File: src/rtl/mic_pkg.sv
package mic_pkg;

  localparam int DW   = 32;
  localparam int NGRP = 2;
  localparam int GRP_RX = 0;
  localparam int GRP_TX = 1;

  // receive half
  localparam int RX_GOOD_BIT = 4;
  localparam int RX_SUM_BIT  = 10;
  localparam int RX_NODESC_BIT = 12;
  localparam int RX_BUSERR_BIT = 14;
  // transmit half
  localparam int TX_DONE_BIT   = 18;
  localparam int TX_NODESC_BIT = 23;
  localparam int TX_SUM_BIT    = 24;
  localparam int TX_BUSERR_BIT = 29;

  localparam logic [DW-1:0] RX_SRC = (DW'(1) << RX_GOOD_BIT) |
                                     (DW'(1) << RX_NODESC_BIT) |
                                     (DW'(1) << RX_BUSERR_BIT);
  localparam logic [DW-1:0] TX_SRC = (DW'(1) << TX_DONE_BIT) |
                                     (DW'(1) << TX_NODESC_BIT) |
                                     (DW'(1) << TX_BUSERR_BIT);
  localparam logic [DW-1:0] SUM_MASK = (DW'(1) << RX_SUM_BIT) |
                                       (DW'(1) << TX_SUM_BIT);

  localparam int BIT_W = $clog2(DW);
  localparam logic [NGRP-1:0][DW-1:0]    GRP_SRC     = {TX_SRC, RX_SRC};
  localparam logic [NGRP-1:0][BIT_W-1:0] GRP_SUM_BIT = {BIT_W'(TX_SUM_BIT),
                                                        BIT_W'(RX_SUM_BIT)};

  // register word addresses
  localparam int ADDR_STAT = 0;
  localparam int ADDR_EN   = 1;
  localparam int ADDR_GLB  = 2;

  // global status positions (index equals group number)
  localparam int GLB_W = NGRP;

  // write-one-to-clear with set priority
  function automatic logic [DW-1:0] w1c_next(input logic [DW-1:0] q,
                                             input logic [DW-1:0] set,
                                             input logic [DW-1:0] clr);
    return (q & ~clr) | set;
  endfunction

  // any pending source that is also enabled
  function automatic logic group_hit(input logic [DW-1:0] stat,
                                     input logic [DW-1:0] en,
                                     input logic [DW-1:0] src);
    return |(stat & en & src);
  endfunction

endpackage

File: src/rtl/mic_summary.sv
module mic_summary
  import mic_pkg::*;
#(
  parameter logic [DW-1:0] SRC_MASK = '0
) (
  input  logic [DW-1:0] stat,
  input  logic [DW-1:0] en,
  output logic          hit
);
  assign hit = group_hit(stat, en, SRC_MASK);
endmodule

File: src/rtl/mic_evt_reg.sv
module mic_evt_reg
  import mic_pkg::*;
(
  input  logic            clk,
  input  logic            rst_n,
  input  logic            srst,
  input  logic [DW-1:0]   set_vec,
  input  logic [DW-1:0]   clr_vec,
  input  logic [DW-1:0]   en_nxt,
  input  logic [DW-1:0]   en_q,
  output logic [DW-1:0]   stat_q,
  output logic [NGRP-1:0] irq_q
);
  logic [DW-1:0]   raw_nxt;
  logic [DW-1:0]   sum_vec;
  logic [DW-1:0]   stat_nxt;
  logic [NGRP-1:0] sum_nxt;
  logic [NGRP-1:0] irq_nxt;

  // plain event bits, summary positions held out
  assign raw_nxt = w1c_next(stat_q & ~SUM_MASK, set_vec & ~SUM_MASK, clr_vec) & ~SUM_MASK;

  for (genvar g = 0; g < NGRP; g++) begin : g_grp
    mic_summary #(.SRC_MASK(GRP_SRC[g])) u_sum (
      .stat (raw_nxt),
      .en   (en_nxt),
      .hit  (sum_nxt[g])
    );
    assign irq_nxt[g] = sum_nxt[g] & en_nxt[GRP_SUM_BIT[g]];
  end

  always_comb begin
    sum_vec = '0;
    for (int g = 0; g < NGRP; g++) sum_vec[GRP_SUM_BIT[g]] = sum_nxt[g];
  end

  assign stat_nxt = raw_nxt | sum_vec;

  always_ff @(posedge clk or negedge rst_n) begin
    if (!rst_n) begin
      stat_q <= '0;
      irq_q  <= '0;
    end else if (srst) begin
      stat_q <= '0;
      irq_q  <= '0;
    end else begin
      stat_q <= stat_nxt;
      irq_q  <= irq_nxt;
    end
  end

  // transmit summary tracks enabled transmit sources
  a_r3_tx_summary: assert property (@(posedge clk) disable iff (!rst_n)
    stat_q[TX_SUM_BIT] == group_hit(stat_q, en_q, TX_SRC));
  // receive summary tracks enabled receive sources
  a_r4_rx_summary: assert property (@(posedge clk) disable iff (!rst_n)
    stat_q[RX_SUM_BIT] == group_hit(stat_q, en_q, RX_SRC));
  // an event outside summary positions lands in status
  a_r1_event_sets: assert property (@(posedge clk) disable iff (!rst_n)
    (!srst && |(set_vec & ~SUM_MASK)) |=>
      ((stat_q & $past(set_vec & ~SUM_MASK)) == $past(set_vec & ~SUM_MASK)));
  // written ones clear unless an event hits the same bit
  a_r2_w1c: assert property (@(posedge clk) disable iff (!rst_n)
    (|clr_vec) |=> ((stat_q & $past(clr_vec & ~set_vec) & ~SUM_MASK) == '0));
  // soft reset empties status and drops both lines
  a_r9_soft_reset: assert property (@(posedge clk) disable iff (!rst_n)
    srst |=> (stat_q == '0 && irq_q == '0));

endmodule

File: src/rtl/mic_halt_det.sv
module mic_halt_det
  import mic_pkg::*;
(
  input  logic             clk,
  input  logic             rst_n,
  input  logic             srst,
  input  logic [NGRP-1:0]  run,
  input  logic [GLB_W-1:0] clr,
  output logic [GLB_W-1:0] halt_q
);
  logic [NGRP-1:0] run_prev;
  logic [NGRP-1:0] halt_evt;

  assign halt_evt = run_prev & ~run;

  always_ff @(posedge clk or negedge rst_n) begin
    if (!rst_n) run_prev <= '0;
    else        run_prev <= run;
  end

  for (genvar g = 0; g < NGRP; g++) begin : g_ch
    always_ff @(posedge clk or negedge rst_n) begin
      if (!rst_n)    halt_q[g] <= 1'b0;
      else if (srst) halt_q[g] <= 1'b0;
      else           halt_q[g] <= (halt_q[g] & ~clr[g]) | halt_evt[g];
    end

    // an on-to-off transition is recorded
    a_r8_halt_capture: assert property (@(posedge clk) disable iff (!rst_n)
      (halt_evt[g] && !srst) |=> halt_q[g]);
    // a cleared bit with no new halt drops
    a_r8_halt_clear: assert property (@(posedge clk) disable iff (!rst_n)
      (clr[g] && !halt_evt[g]) |=> !halt_q[g]);
  end

endmodule

File: src/rtl/mac_irq_agg.sv
module mac_irq_agg
  import mic_pkg::*;
#(
  parameter int ADDR_W = 2
) (
  input  logic              clk,
  input  logic              rst_n,
  input  logic              srst,
  input  logic              reg_wr,
  input  logic [ADDR_W-1:0] reg_addr,
  input  logic [DW-1:0]     reg_wdata,
  output logic [DW-1:0]     reg_rdata,
  input  logic [DW-1:0]     evt_set,
  input  logic              tx_on,
  input  logic              rx_on,
  output logic              irq_tx,
  output logic              irq_rx
);
  localparam logic [ADDR_W-1:0] A_STAT = ADDR_W'(ADDR_STAT);
  localparam logic [ADDR_W-1:0] A_EN   = ADDR_W'(ADDR_EN);
  localparam logic [ADDR_W-1:0] A_GLB  = ADDR_W'(ADDR_GLB);

  logic             wr_stat, wr_en, wr_glb;
  logic [DW-1:0]    en_q, en_nxt;
  logic [DW-1:0]    stat_q;
  logic [DW-1:0]    stat_clr;
  logic [NGRP-1:0]  irq_q;
  logic [GLB_W-1:0] glb_q;
  logic [GLB_W-1:0] glb_clr;
  logic [NGRP-1:0]  run;

  assign wr_stat = reg_wr && (reg_addr == A_STAT);
  assign wr_en   = reg_wr && (reg_addr == A_EN);
  assign wr_glb  = reg_wr && (reg_addr == A_GLB);

  assign en_nxt   = wr_en  ? reg_wdata : en_q;
  assign stat_clr = wr_stat ? reg_wdata : '0;
  assign glb_clr  = wr_glb ? reg_wdata[GLB_W-1:0] : '0;

  always_ff @(posedge clk or negedge rst_n) begin
    if (!rst_n)    en_q <= '0;
    else if (srst) en_q <= '0;
    else           en_q <= en_nxt;
  end

  mic_evt_reg u_evt (
    .clk     (clk),
    .rst_n   (rst_n),
    .srst    (srst),
    .set_vec (evt_set),
    .clr_vec (stat_clr),
    .en_nxt  (en_nxt),
    .en_q    (en_q),
    .stat_q  (stat_q),
    .irq_q   (irq_q)
  );

  always_comb begin
    run = '0;
    run[GRP_RX] = rx_on;
    run[GRP_TX] = tx_on;
  end

  mic_halt_det u_halt (
    .clk    (clk),
    .rst_n  (rst_n),
    .srst   (srst),
    .run    (run),
    .clr    (glb_clr),
    .halt_q (glb_q)
  );

  always_comb begin
    case (reg_addr)
      A_STAT:  reg_rdata = stat_q;
      A_EN:    reg_rdata = en_q;
      A_GLB:   reg_rdata = DW'(glb_q);
      default: reg_rdata = '0;
    endcase
  end

  assign irq_tx = irq_q[GRP_TX];
  assign irq_rx = irq_q[GRP_RX];

  // each line is its summary masked by the enable at the summary position
  a_r6_tx_line: assert property (@(posedge clk) disable iff (!rst_n)
    irq_tx == (stat_q[TX_SUM_BIT] && en_q[TX_SUM_BIT]));
  a_r6_rx_line: assert property (@(posedge clk) disable iff (!rst_n)
    irq_rx == (stat_q[RX_SUM_BIT] && en_q[RX_SUM_BIT]));
  // enable word only moves on its own write or soft reset
  a_r7_en_hold: assert property (@(posedge clk) disable iff (!rst_n)
    (!wr_en && !srst) |=> (en_q == $past(en_q)));

endmodule

File: config.mk
export PLATFORM = sky130hd
export DESIGN_NAME = mac_irq_agg
export DESIGN_NICKNAME = d
export VERILOG_FILES = /design/src/rtl/mic_pkg.sv /design/src/rtl/mic_summary.sv /design/src/rtl/mic_evt_reg.sv /design/src/rtl/mic_halt_det.sv /design/src/rtl/mac_irq_agg.sv
export SDC_FILE = /design/constraint.sdc
export NUM_CORES = 1
export LEC_CHECK = 0
export ABC_AREA = 1
export BUFFER_PORTS_ARGS = -buffer_cell sky130_fd_sc_hd__buf_2
export CELL_PAD_IN_SITES_DETAIL_PLACEMENT = 0
export CELL_PAD_IN_SITES_GLOBAL_PLACEMENT = 2
export CORE_ASPECT_RATIO = 2
export CORE_UTILIZATION = 30
export CTS_BUF_LIST = sky130_fd_sc_hd__clkbuf_2 sky130_fd_sc_hd__clkbuf_4 sky130_fd_sc_hd__clkbuf_8
export DETAILED_ROUTE_END_ITERATION = 16
export GPL_TIMING_DRIVEN = 0
export PLACE_DENSITY_LB_ADDON = 0.25
export SETUP_SLACK_MARGIN = 0.2
export SYNTH_ARGS = -nofsm -noshare
export SYNTH_HDL_FRONTEND = slang
export SYNTH_SLANG_ARGS = --single-unit
File: constraint.sdc
create_clock -name clk -period 1.2 [get_ports clk]
set_clock_uncertainty 0.15 [all_clocks]
set_input_delay 0.12 -clock clk [delete_from_list [all_inputs] [get_ports clk]]
set_output_delay 0.12 -clock clk [all_outputs]
set_load 0.01 [all_outputs]
# Word level (Yosys, flattened, before mapping)
# Cells that the tools add are included.
[classes]
bitwise_logic = 15
muxes = 9
n_reduce_logical = 6
n_eq_ne = 2
[ops]
columns = ["op", "n"]
rows = [
  ["32-bit two-way mux", 4],
  ["32-bit case mux with 3 select lines", 1],
  ["32-bit AND", 1],
  ["32-bit NOT", 1],
  ["32-bit by 25-bit OR with 32-bit output", 1],
  ["32-bit OR", 1],
  ["30-bit AND", 1],
  ["3-bit OR reduction", 2],
  ["1-bit AND", 4],
  ["2-bit two-way mux", 2],
  ["1-bit logical AND", 3],
  ["2-bit AND", 1],
  ["2-bit by 1-bit equality test with 1-bit output, second input constant", 1],
  ["2-bit equality test, second input constant", 1],
  ["2-bit zero test", 1],
  ["1-bit two-way mux", 2],
  ["1-bit NOT", 2],
  ["2-bit NOT", 1],
  ["1-bit OR", 2],
]
[word_totals]
register_bits = 70
output_inout_bits = 34
word_cells = 38

# Logic depth before layout (Yosys ltp)
# Gate-level depths: netlist of the first run.
[logic_depth]
word_depth = 10
mapped_depth = 10

# Modules after synthesis
# A second synthesis of the first run with hierarchy kept.
[unflattened]
cells_unflattened = 608
hier_area_um2 = 4155.2
[modules_own_cells]
columns = ["mod", "instances", "seq_area_each_um2", "area_each_um2", "cells_each"]
rows = [
  ["mac_irq_agg", 1, 800.8, 2316.0, 389],
  ["mic_evt_reg", 1, 850.8, 1666.6, 197],
  ["mic_halt_det", 1, 100.1, 140.1, 14],
  ["mic_summary", 2, 0.0, 16.3, 4],
]

# Worst setup path before layout of the first run
# Ideal clock, no wire load.
[synth_timing]
path_kind = "input -> register"
startpoint = "input port reg_addr[0]"
endpoint = "register u_evt.stat_q[24]"
path_slack_ps = 47
cell_stages = 10
arrival_ps = 889
required_time_ps = 936
cell_sequence = "buf_6 -> nor2_4 -> buf_4 -> nand3_1 -> nand2_1 -> nand2_1 -> nand2_1 -> nand3_2 -> nand2_1 -> inv_1"
[synth_between]
elab_chain_len = 10
[synth_lines]
columns = ["item", "line_no", "source"]
rows = [
  ["start: declaration", "mac_irq_agg.sv:10", "input logic [ADDR_W-1:0] reg_addr,"],
  ["2-bit zero test", "mac_irq_agg.sv:32", "assign wr_stat = reg_wr && (reg_addr == A_STAT);"],
  ["1-bit logical AND", "mac_irq_agg.sv:32", ""],
  ["32-bit two-way mux", "mac_irq_agg.sv:37", "assign stat_clr = wr_stat ? reg_wdata : '0;"],
  ["32-bit NOT", "mic_pkg.sv:45", "return (q & ~clr) | set;"],
  ["32-bit AND", "mic_pkg.sv:45", ""],
  ["32-bit OR", "mic_pkg.sv:45", ""],
  ["30-bit AND *", "n/a", ""],
  ["3-bit OR reduction *", "mic_pkg.sv:52", "return |(stat & en & src);"],
  ["32-bit by 25-bit OR with 32-bit output *", "mic_evt_reg.sv:37", "assign stat_nxt = raw_nxt | sum_vec;"],
  ["32-bit two-way mux *", "mic_evt_reg.sv:43", "end else if (srst) begin"],
  ["end signal: assignment", "mic_evt_reg.sv:47", "stat_q <= stat_nxt;"],
  ["end: declaration", "mic_evt_reg.sv:11", "output logic [DW-1:0] stat_q,"],
]
# Every way passes the cells marked *; elsewhere a longest branch is shown, timed or not.

# Worst setup path after layout of the first run
[layout_timing]
startpoint = "register en_q[0]"
endpoint = "output port reg_rdata[0]"
[layout_between]
elab_chain_len = 1
[layout_lines]
columns = ["item", "line_no", "source"]
rows = [
  ["start: declaration", "mac_irq_agg.sv:24", "logic [DW-1:0] en_q, en_nxt;"],
  ["start signal: assignment", "mac_irq_agg.sv:43", "else en_q <= en_nxt;"],
  ["32-bit case mux with 3 select lines", "mac_irq_agg.sv:74", "case (reg_addr)"],
  ["end: declaration", "mac_irq_agg.sv:12", "output logic [DW-1:0] reg_rdata,"],
]
# Every way passes these cells.

==> qor.csv, run 1 <==
stage,metric,value,unit
clocking,Clock Path Buffers,2,
cells_and_area,multi-input logic area,1420,sq um
cells_and_area,fraction of final layout cells sized beyond drive strength 1,45.8,%
global_route,GRT Util Overall,19.9,%
sta,Worst Max-Slew Pin Slew,0.628,ns
route,drt initial violations,134,
setup_path,arrival time at the worst endpoint,1.09,ns
sta,sum of negative setup slack,-2.16,ns
route,vias,3391,
sta,count of endpoints failing setup in the final report,32,
pwr,sequential share of power,46.0,%
floorplan,die height,153,um
sta,Final Hold Vio Count,15,
cells_and_area,most frequent cells in the layout,"100 x buf_2, 70 x dfrtp_1, 63 x nand2_1",
sta,maximum achievable frequency,738,MHz
cells_and_area,# fillers,1114,
worst_hold_path,HP Class,in2reg,
sta,final number of max-transition violations,0,
run,max-cap violation count,0,
pwr,NetSw,1500,uW
floorplan,floorplan die width,77.7,um
route,detail-routed via count per cell,4.49,
cells_and_area,number of diodes added for antenna fixing,0,
clocking,total clock sinks,70,
cells_and_area,storage element area,1750,sq um
cells_and_area,post-layout instance count excluding filler cells,756,
cells_and_area,most frequent standard cell in the layout excluding fill and tap cells,buf_2,
synthesis,mapped cell area,3440,sq um
route,residual DRC count,0,
synthesis,average size of a mapped cell,8.63,sq um
global_route,largest net degree at the start of global routing,65,
sta,final-layout worst hold slack,-0.112,ns
global_route,global-route wire length before repair,17900,um
sta,final worst slack,-0.155,ns
outcome,status,finished with violations,
global_route,number of antenna violations at the first check in global routing,0,
placed_design,post-placement setup slack,-0.444,ns
synthesis,"Seq/Total Area, Yosys",50.9,%
pwr,internal power contribution,4010,uW
global_route,remaining global-route overflow,0,
pwr,areal power density over the cells,960,nW/um^2
synthesis,total number of yosys warnings,0,
floorplan,Std-Cell Core Area,11200,sq um
synthesis,number of synthesized register bits,70,
pwr,switching power as a share of total power,27.3,%
placed_design,post-DP HPWL,7280,um
cells_and_area,synth-to-layout area growth,66.6,%
route,sum of routed wire length over all layers,11300,um
global_route,number of global-route vias before repair,3620,
clocking,Post-CTS Hold Fix Bufs,59,
setup_path,launch instance of the worst register-to-register path,en_q[12],
clocking,clock slew seen by the registers of the worst setup and hold paths,0.07,ns
pwr,Leak,0.00296,uW
sta,period utilisation layout,113,%
cells_and_area,Layout Nets,683,
synthesis,post-synth net total,471,
setup_path,element type at the critical path start,flop,
pwr,portion of total power attributed to the clock network,32.4,%
setup_path,Reg2Reg Depth,7,
clocking,total number of H-tree levels,3,
clocking,CTS tree,done,
pwr,largest voltage drop on the vdd net,579,uV
setup_path,worst-path fanout max,2,
placed_design,placed cell count,643,
placed_design,PortBufs,101,
floorplan,overall die area,11900,sq um
clocking,Num CTS Buffers,9,
clocking,clock insertion delay at the later pin of the skew report,0.35,ns
floorplan,row cnt,55,
outcome,failing checks,"negative hold slack, negative setup slack",
setup_path,worst setup path endpoint,reg_rdata[0],
floorplan,number of placed I/O pins,106,
sta,Relative slew margins,58.1,%
floorplan,initial core utilization,30.7,%
pwr,Logic pwr share,21.6,%
setup_path,Setup CP Type,reg2out,
setup_path,worst reg2reg path endpoint,u_evt.irq_q[0],
clocking,clock root buffer,clkbuf_8,
setup_path,launch point of the worst path,en_q[0],
cells_and_area,final standard cell utilization of the core,51.1,%
setup_path,endpoint class of the critical path,output pin,
route,final routed wire length divided by cell count,14.9,um
setup_path,setup slack of the most critical reg-to-reg path,0.02,ns
route,"antenna viol nets, final",0,
synthesis,number of instances in the synthesized netlist,399,
sta,min Tclk post-route,1.36,ns
placed_design,Routability Congestion,0.782,
sta,RSZ-0062 raised after global routing,true,
synthesis,distinct cell type count of the synthesized netlist,22,
setup_path,required time worst endpoint,0.93,ns
route,number of optimization iterations in the first detailed-route pass,6,
-- how the worst min path moves through the flow --
stage | from | to | slack (ns) | cells after the start
4_1_cts | reg_wdata[12] | en_q[12] | -0.13 | 3
5_1_grt | reg_wdata[4] | en_q[4] | -0.12 | 3
6_report | reg_wdata[23] | en_q[23] | -0.11 | 3
3_3_place_gp | rx_on | u_halt.run_prev[0] | 0.1 | 1
2_1_floorplan | rst_n | en_q[0] | -0.33 | 0
3_5_place_dp | rst_n | u_evt.irq_q[1] | -0.19 | 1
-- power groups by stage --
stage | Combinational, uW | Clock [uW] | Sequential (uW)
3_3_place_gp | 758 | 0 | 2570
5_1_grt | 1300 | 1920 | 2540
2_1_floorplan | 423 | 0 | 2560
4_1_cts | 1170 | 1840 | 2530
3_5_place_dp | 781 | 0 | 2570
6_report | 1190 | 1780 | 2530
-- state kept, by name, summed over array words and instances, names as in the netlist --
name and count:
u_halt.halt_q 2, en_q 32, u_evt.stat_q 32, u_halt.run_prev 2, u_evt.irq_q 2
-- routing by layer --
layer	track usage, %	wire [um]
met1	21.5	4290
met2	38.0	6450
met3	3.34	362
met5	0	0
met4	6.65	187
-- logic make-up (layout without fill, tap and decap cells) --
kind of cell           after synthesis  count (layout)  share of synthesized area (%)
flip-flops                          70              70                           50.9
AO/OA/AOI/OAI                      116             116                           21.7
buffers and inverters              108             322                           13.4
AND/OR/NAND/NOR                    105             106                           13.9
-- worst max-delay path: stages, from the launching register on --
cell,delay (ns)
dfrtp_1,0.34
inv_2,0.04
o211ai_1,0.19
buf_2,0.17
-- final cells by class --
class / instances / share of cell area (%)
Tap cell: 142 / 3.10
Inverter: 90 / 6.15
Timing Repair inverter: 1 / 0.153
Clock buffer: 13 / 3.01
Clock inverter: 1 / 0.0873
Multi-Input combinational cell: 222 / 24.8
Sequential cell: 70 / 30.6
Timing Repair Buffer: 199 / 28.0
Buffer: 18 / 4.06
-- repair_timing --
action                     4_1_cts  5_1_grt
hold endpoints to repair       137       14
setup endpoints to repair       83       79
gates resized for setup         88       44
setup buffers                   31        4
gates cloned                     5        0
pin swaps                       58       31
-- Yosys cell counts --
| library cell | count | area share, % |
|---|---|---|
| o21ai_0 | 50 | 7.3 |
| buf_1 | 1 | 0.11 |
| nand3_1 | 17 | 2.5 |
| clkbuf_1 | 4 | 0.44 |
| buf_2 | 7 | 1.0 |
| o211ai_1 | 2 | 0.44 |
| nand2_2 | 6 | 1.1 |
| o22ai_1 | 4 | 0.73 |
| buf_4 | 1 | 0.22 |
| inv_6 | 1 | 0.25 |
| inv_4 | 1 | 0.18 |
| nand3_2 | 2 | 0.58 |
| a21oi_1 | 38 | 5.5 |
| nand2_4 | 2 | 0.65 |
| nand3_4 | 1 | 0.51 |
| o22ai_2 | 20 | 7.3 |
| nand2_1 | 76 | 8.3 |
| buf_6 | 5 | 1.6 |
| dfrtp_1 | 70 | 51 |
| o21ai_2 | 2 | 0.51 |
| inv_1 | 88 | 9.6 |
| nor2_4 | 1 | 0.33 |
-- metrics by stage --
step                total power (uW)  area, sq um
detailed placement              3350         4230
global route                    5770         5730
floorplan                       2980         3510
CTS                             5540         5610
finish                          5510         5730
global placement                3320         4200
No activity file was read; power rests on OpenSTA's default activity.
==> inputs of run 2 (changes only) <==
--- a/config.mk
+++ b/config.mk
@@ -14,6 +14,7 @@
 export CTS_BUF_LIST = sky130_fd_sc_hd__clkbuf_2 sky130_fd_sc_hd__clkbuf_4 sky130_fd_sc_hd__clkbuf_8
 export DETAILED_ROUTE_END_ITERATION = 16
 export GPL_TIMING_DRIVEN = 0
+export HOLD_SLACK_MARGIN = 0.05
 export PLACE_DENSITY_LB_ADDON = 0.25
 export SETUP_SLACK_MARGIN = 0.2
 export SYNTH_ARGS = -nofsm -noshare
==> run 2 against run 1 <==
Effect of this change: the flow still finishes with violations (negative hold slack, negative setup slack); clock power is essentially flat; final cell count unchanged; via count fell by 0.15%; sequential cell count stayed put; critical path type unchanged; highest routed layer unchanged.
==> qor.csv, run 2 (same netlist as run 1, synthesis figures left out) <==
stage,metric,value,unit
outcome,status,finished with violations,
outcome,failing checks,"negative hold slack, negative setup slack",
placed_design,total cell area at the placement stage,4230,sq um
clocking,Num CTS Buffers,9,
sta,final number of max-transition violations,0,
floorplan,initial core utilization,30.7,%
clocking,clock slew seen by the registers of the worst setup and hold paths,0.07,ns
pwr,largest voltage drop on the vdd net,579,uV
global_route,number of global-route vias before repair,3619,
route,"antenna viol nets, final",0,
floorplan,Std-Cell Core Area,11200,sq um
sta,count of endpoints failing setup in the final report,32,
clocking,Clock Path Buffers,2,
sta,min Tclk post-route,1.36,ns
cells_and_area,final instance area,5730,sq um
global_route,global-route wire length before repair,17900,um
setup_path,Setup CP Type,reg2out,
route,residual DRC count,0,
cells_and_area,most frequent cells in the layout,"100 x buf_2, 70 x dfrtp_1, 63 x nand2_1",
sta,final worst slack,-0.157,ns
sta,period utilisation layout,113,%
global_route,number of antenna violations at the first check in global routing,0,
setup_path,required time worst endpoint,0.93,ns
cells_and_area,top flop regs,"en_q (32), u_evt.stat_q (32)",
placed_design,post-DP HPWL,7280,um
clocking,clock root buffer,clkbuf_8,
route,final routed wire length divided by cell count,14.9,um
run,max-cap violation count,0,
clocking,CTS tree,done,
clocking,clock insertion delay at the later pin of the skew report,0.35,ns
setup_path,cells traversed along the worst timing path,"inv_2, o211ai_1, buf_2",
cells_and_area,number of diodes added for antenna fixing,0,
sta,Final Hold Vio Count,15,
route,drt initial violations,139,
pwr,Leak,0.00296,uW
route,vias,3386,
worst_hold_path,HP Class,in2reg,
pwr,power consumption,5500,uW
setup_path,element type at the critical path start,flop,
cells_and_area,Layout Nets,683,
pwr,areal power density over the cells,960,nW/um^2
placed_design,PortBufs,101,
floorplan,die height,153,um
global_route,largest net degree at the start of global routing,65,
floorplan,overall die area,11900,sq um
setup_path,crit-path leading delay family,flip-flops,
floorplan,floorplan die width,77.7,um
setup_path,longest individual stage delay on the worst path,0.34,ns
setup_path,worst-path fanout max,2,
setup_path,endpoint class of the critical path,output pin,
route,detail-routed via count per cell,4.48,
floorplan,row cnt,55,
floorplan,number of placed I/O pins,106,
placed_design,Routability Congestion,0.782,
sta,Worst Max-Slew Pin Slew,0.634,ns
global_route,GRT Util Overall,19.9,%
clocking,total clock sinks,70,
cells_and_area,synth-to-layout area growth,66.6,%
setup_path,crit path max-delay cell type,dfrtp_1,
cells_and_area,fraction of final layout cells sized beyond drive strength 1,45.8,%
cells_and_area,most frequent standard cell in the layout excluding fill and tap cells,buf_2,
sta,Relative slew margins,57.7,%
route,number of optimization iterations in the first detailed-route pass,6,
route,sum of routed wire length over all layers,11300,um
setup_path,arrival time at the worst endpoint,1.09,ns
clocking,total number of H-tree levels,3,
global_route,remaining global-route overflow,0,
setup_path,critical path buffer and inverter count,2,
sta,RSZ-0062 raised after global routing,true,
sta,final-layout worst hold slack,-0.113,ns
sta,maximum achievable frequency,737,MHz
==> run 2: layout make-up <==
type | count | area [sq um]
fillers | 1114 | 5480
flip-flops and latches | 70 | 1750
repair buffers | 199 | 1610
multi-input cells | 222 | 1420
inverters | 90 | 353
plain buffers | 18 | 233
well taps | 142 | 178
clock buffers | 13 | 173
repair inverters | 1 | 8.76
clock inverters | 1 | 5.00
==> run 2: routing by layer <==
metal / vias to the layer above / part of all wire (%) / global-route usage (%)
li1: 1694 / - / -
met1: 1608 / 38 / 21.5
met2: 69 / 57 / 38.0
met3: 15 / 3.1 / 3.34
met4: 0 / 1.7 / 6.65
met5: - / 0 / 0
==> run 2: worst paths after layout <==
| check | depth (start not counted) | start | end | slack, ns |
|---|---|---|---|---|
| worst max-delay path | 3 | en_q[0] | reg_rdata[0] | -0.16 |
| worst min-delay path | 3 | reg_wdata[23] | en_q[23] | -0.11 |
| worst max register to register | 7 | en_q[12] | u_evt.irq_q[0] | 0.02 |
| worst min register to register | 2 | u_halt.run_prev[0] | u_halt.halt_q[0] | 0.38 |
| max in group asynchronous | 3 | rst_n | u_halt.halt_q[1] | 0.35 |
| min in group asynchronous | 2 | rst_n | u_evt.stat_q[22] | -0.01 |
==> run 2: tightest hold or removal path, stage by stage <==
cell and delay, ns:
buf_2 0.11, nand2_2 0.06, a21oi_1 0.05
==> run 2: power by group <==
group / internal [uW] / switching (uW) / total [uW] / leakage [uW]
Combinational: 611 / 580 / 1190 / 0.00194
Sequential: 2480 / 56.8 / 2530 / 0.000921
Clock: 918 / 863 / 1780 / 0.0000948
==> run 2: stage by stage <==
stage               util [%]  cells  worst slack, ns  TNS (ns)
floorplan                  -    399           0.0924         0
global placement        37.4    642           -0.606    -63.17
detailed placement      37.7    643           -0.444    -22.23
CTS                     50.1    752           -0.186     -2.73
global route            51.1    756           -0.214     -4.05
finish                  51.1    756           -0.157     -2.16
==> run 2: what timing repair did <==
| action | CTS | global route |
|---|---|---|
| hold buffers | 59 | 3 |
| setup endpoints to repair | 83 | 79 |
| setup buffers | 31 | 4 |
| gates cloned | 5 | 0 |
| endpoints found under the hold margin | 140 | 18 |
| gates resized for setup | 88 | 44 |
| pin swaps | 58 | 30 |
==> inputs of run 3 (changes only) <==
==> constraint.sdc (replaced) <==
create_clock -name clk -period 1.4 [get_ports clk]
set_clock_uncertainty 0.15 [all_clocks]
set_input_delay 0.14 -clock clk [delete_from_list [all_inputs] [get_ports clk]]
set_output_delay 0.14 -clock clk [all_outputs]
set_load 0.01 [all_outputs]
==> run 3 against run 2 <==
Effect of this change: utilization decreased by 2.3 points; register-to-register slack improved by 0.22 ns; the flow finishes with violations (negative setup slack); final cell count decreased by 0.53%; power decreased by 15%.
==> qor.csv, run 3 (same netlist as run 1, synthesis figures left out) <==
stage,metric,value,unit
cells_and_area,number of diodes added for antenna fixing,0,
pwr,Logic pwr share,19.3,%
floorplan,overall die area,11900,sq um
placed_design,PortBufs,101,
global_route,largest net degree at the start of global routing,37,
floorplan,number of placed I/O pins,106,
setup_path,worst-path fanout max,2,
route,drt initial violations,197,
sta,Final Hold Vio Count,0,
placed_design,Routability Congestion,0.769,
placed_design,post-placement setup slack,-0.421,ns
cells_and_area,most frequent standard cell in the layout excluding fill and tap cells,buf_2,
sta,period utilisation layout,101,%
sta,Relative slew margins,56.1,%
route,sum of routed wire length over all layers,11200,um
pwr,sequential share of power,46.1,%
global_route,number of global-route vias before repair,3563,
pwr,NetSw,1270,uW
sta,maximum achievable frequency,710,MHz
pwr,Leak,0.00285,uW
clocking,clock slew seen by the registers of the worst setup and hold paths,0.07,ns
sta,final worst slack,-0.00763,ns
sta,min Tclk post-route,1.41,ns
route,"antenna viol nets, final",0,
placed_design,placed cell count,643,
sta,RSZ-0062 raised after global routing,true,
route,detail-routed via count per cell,4.57,
placed_design,post-DP HPWL,7420,um
cells_and_area,top flop regs,"en_q (32), u_evt.stat_q (32)",
setup_path,longest individual stage delay on the worst path,0.34,ns
floorplan,die height,153,um
cells_and_area,post-layout instance count excluding filler cells,752,
sta,final number of max-transition violations,0,
cells_and_area,fraction of final layout cells sized beyond drive strength 1,40.5,%
clocking,clock root buffer,clkbuf_8,
clocking,Num CTS Buffers,9,
pwr,switching power as a share of total power,27.0,%
setup_path,critical path buffer and inverter count,2,
setup_path,crit-path leading delay family,flip-flops,
clocking,total number of H-tree levels,3,
floorplan,Std-Cell Core Area,11200,sq um
run,max-cap violation count,0,
setup_path,crit path max-delay cell type,dfrtp_1,
route,residual DRC count,0,
sta,Worst Max-Slew Pin Slew,0.659,ns
route,final routed wire length divided by cell count,14.9,um
global_route,global-route wire length before repair,18000,um
setup_path,Setup CP Type,reg2out,
pwr,internal power contribution,3440,uW
clocking,total clock sinks,70,
floorplan,initial core utilization,30.7,%
pwr,largest voltage drop on the vdd net,425,uV
setup_path,cells traversed along the worst timing path,"inv_2, o211ai_1, buf_2",
outcome,failing checks,negative setup slack,
sta,final-layout worst hold slack,0.0889,ns
pwr,areal power density over the cells,860,nW/um^2
outcome,status,finished with violations,
setup_path,required time worst endpoint,1.11,ns
route,number of optimization iterations in the first detailed-route pass,4,
setup_path,arrival time at the worst endpoint,1.12,ns
global_route,GRT Util Overall,20.2,%
clocking,Clock Path Buffers,2,
floorplan,floorplan die width,77.7,um
floorplan,row cnt,55,
cells_and_area,Layout Nets,678,
pwr,portion of total power attributed to the clock network,34.6,%
global_route,remaining global-route overflow,0,
global_route,number of antenna violations at the first check in global routing,0,
cells_and_area,most frequent cells in the layout,"101 x buf_2, 70 x dfrtp_1, 68 x inv_1",
route,vias,3433,
cells_and_area,synth-to-layout area growth,58.9,%
clocking,CTS tree,done,
setup_path,element type at the critical path start,flop,
clocking,clock insertion delay at the later pin of the skew report,0.35,ns
sta,count of endpoints failing setup in the final report,1,
worst_hold_path,HP Class,in2reg,
setup_path,endpoint class of the critical path,output pin,
-- run 3: cell type report --
| class | count | area, sq um |
|---|---|---|
| fillers | 1130 | 5750 |
| flip-flops and latches | 70 | 1750 |
| repair buffers | 196 | 1470 |
| multi-input cells | 221 | 1350 |
| inverters | 90 | 348 |
| clock buffers | 15 | 194 |
| plain buffers | 18 | 185 |
| well taps | 142 | 178 |
-- run 3: worst paths after layout --
| check | from | to | slack, ns | cells past startpoint |
|---|---|---|---|---|
| setup / recovery | en_q[1] | reg_rdata[1] | -0.008 | 3 |
| hold / removal | srst | en_q[24] | 0.09 | 4 |
| setup reg to reg | en_q[21] | en_q[21] | 0.24 | 6 |
| hold reg to reg | u_halt.run_prev[0] | u_halt.halt_q[0] | 0.38 | 2 |
| max in group asynchronous | rst_n | u_evt.stat_q[2] | 0.37 | 3 |
| min in group asynchronous | rst_n | u_evt.stat_q[29] | 0.14 | 2 |
-- run 3: timing repair --
item | CTS | global route
cloned | 1 | 0
endpoints found under the setup margin | 42 | 51
buffers inserted | 23 | 3
pin swaps | 35 | 28
hold endpoints to repair | 140 | 2
resized for setup | 74 | 38
hold buffers | 67 | 1
-- run 3: power by group through the flow --
stage	Combinational [uW]	Clock, uW	Sequential, uW
3_5_place_dp	648	0	2200
6_report	908	1630	2170
5_1_grt	1000	1760	2180
2_1_floorplan	340	0	2190
3_3_place_gp	634	0	2200
4_1_cts	887	1680	2160
-- run 3: metrics by stage --
step	util, %	setup TNS (ns)	instance area, sq um	power, uW
after floorplan	-	0	3440	2530
after global placement	36.8	-42.13	4130	2830
after detailed placement	37.0	-11.85	4150	2850
after CTS	47.7	-0.0540	5350	4730
after global routing	48.8	-0.171	5470	4940
final	48.8	-0.00763	5470	4710
-- run 3: routing by layer --
layer / track usage (%) / share of wire (%) / wire length, um / up-vias
met5: 0 / 0 / 0 / -
met4: 9.16 / 2.3 / 260 / 0
met3: 3.16 / 3.0 / 338 / 15
met2: 38.2 / 57 / 6370 / 72
met1: 21.2 / 38 / 4210 / 1657
li1: - / - / - / 1689
-- run 3: tightest hold or removal path, cell delays in order --
cell	delay [ns]
buf_2	0.09
inv_1	0.13
nand3_1	0.13
o21ai_2	0.06
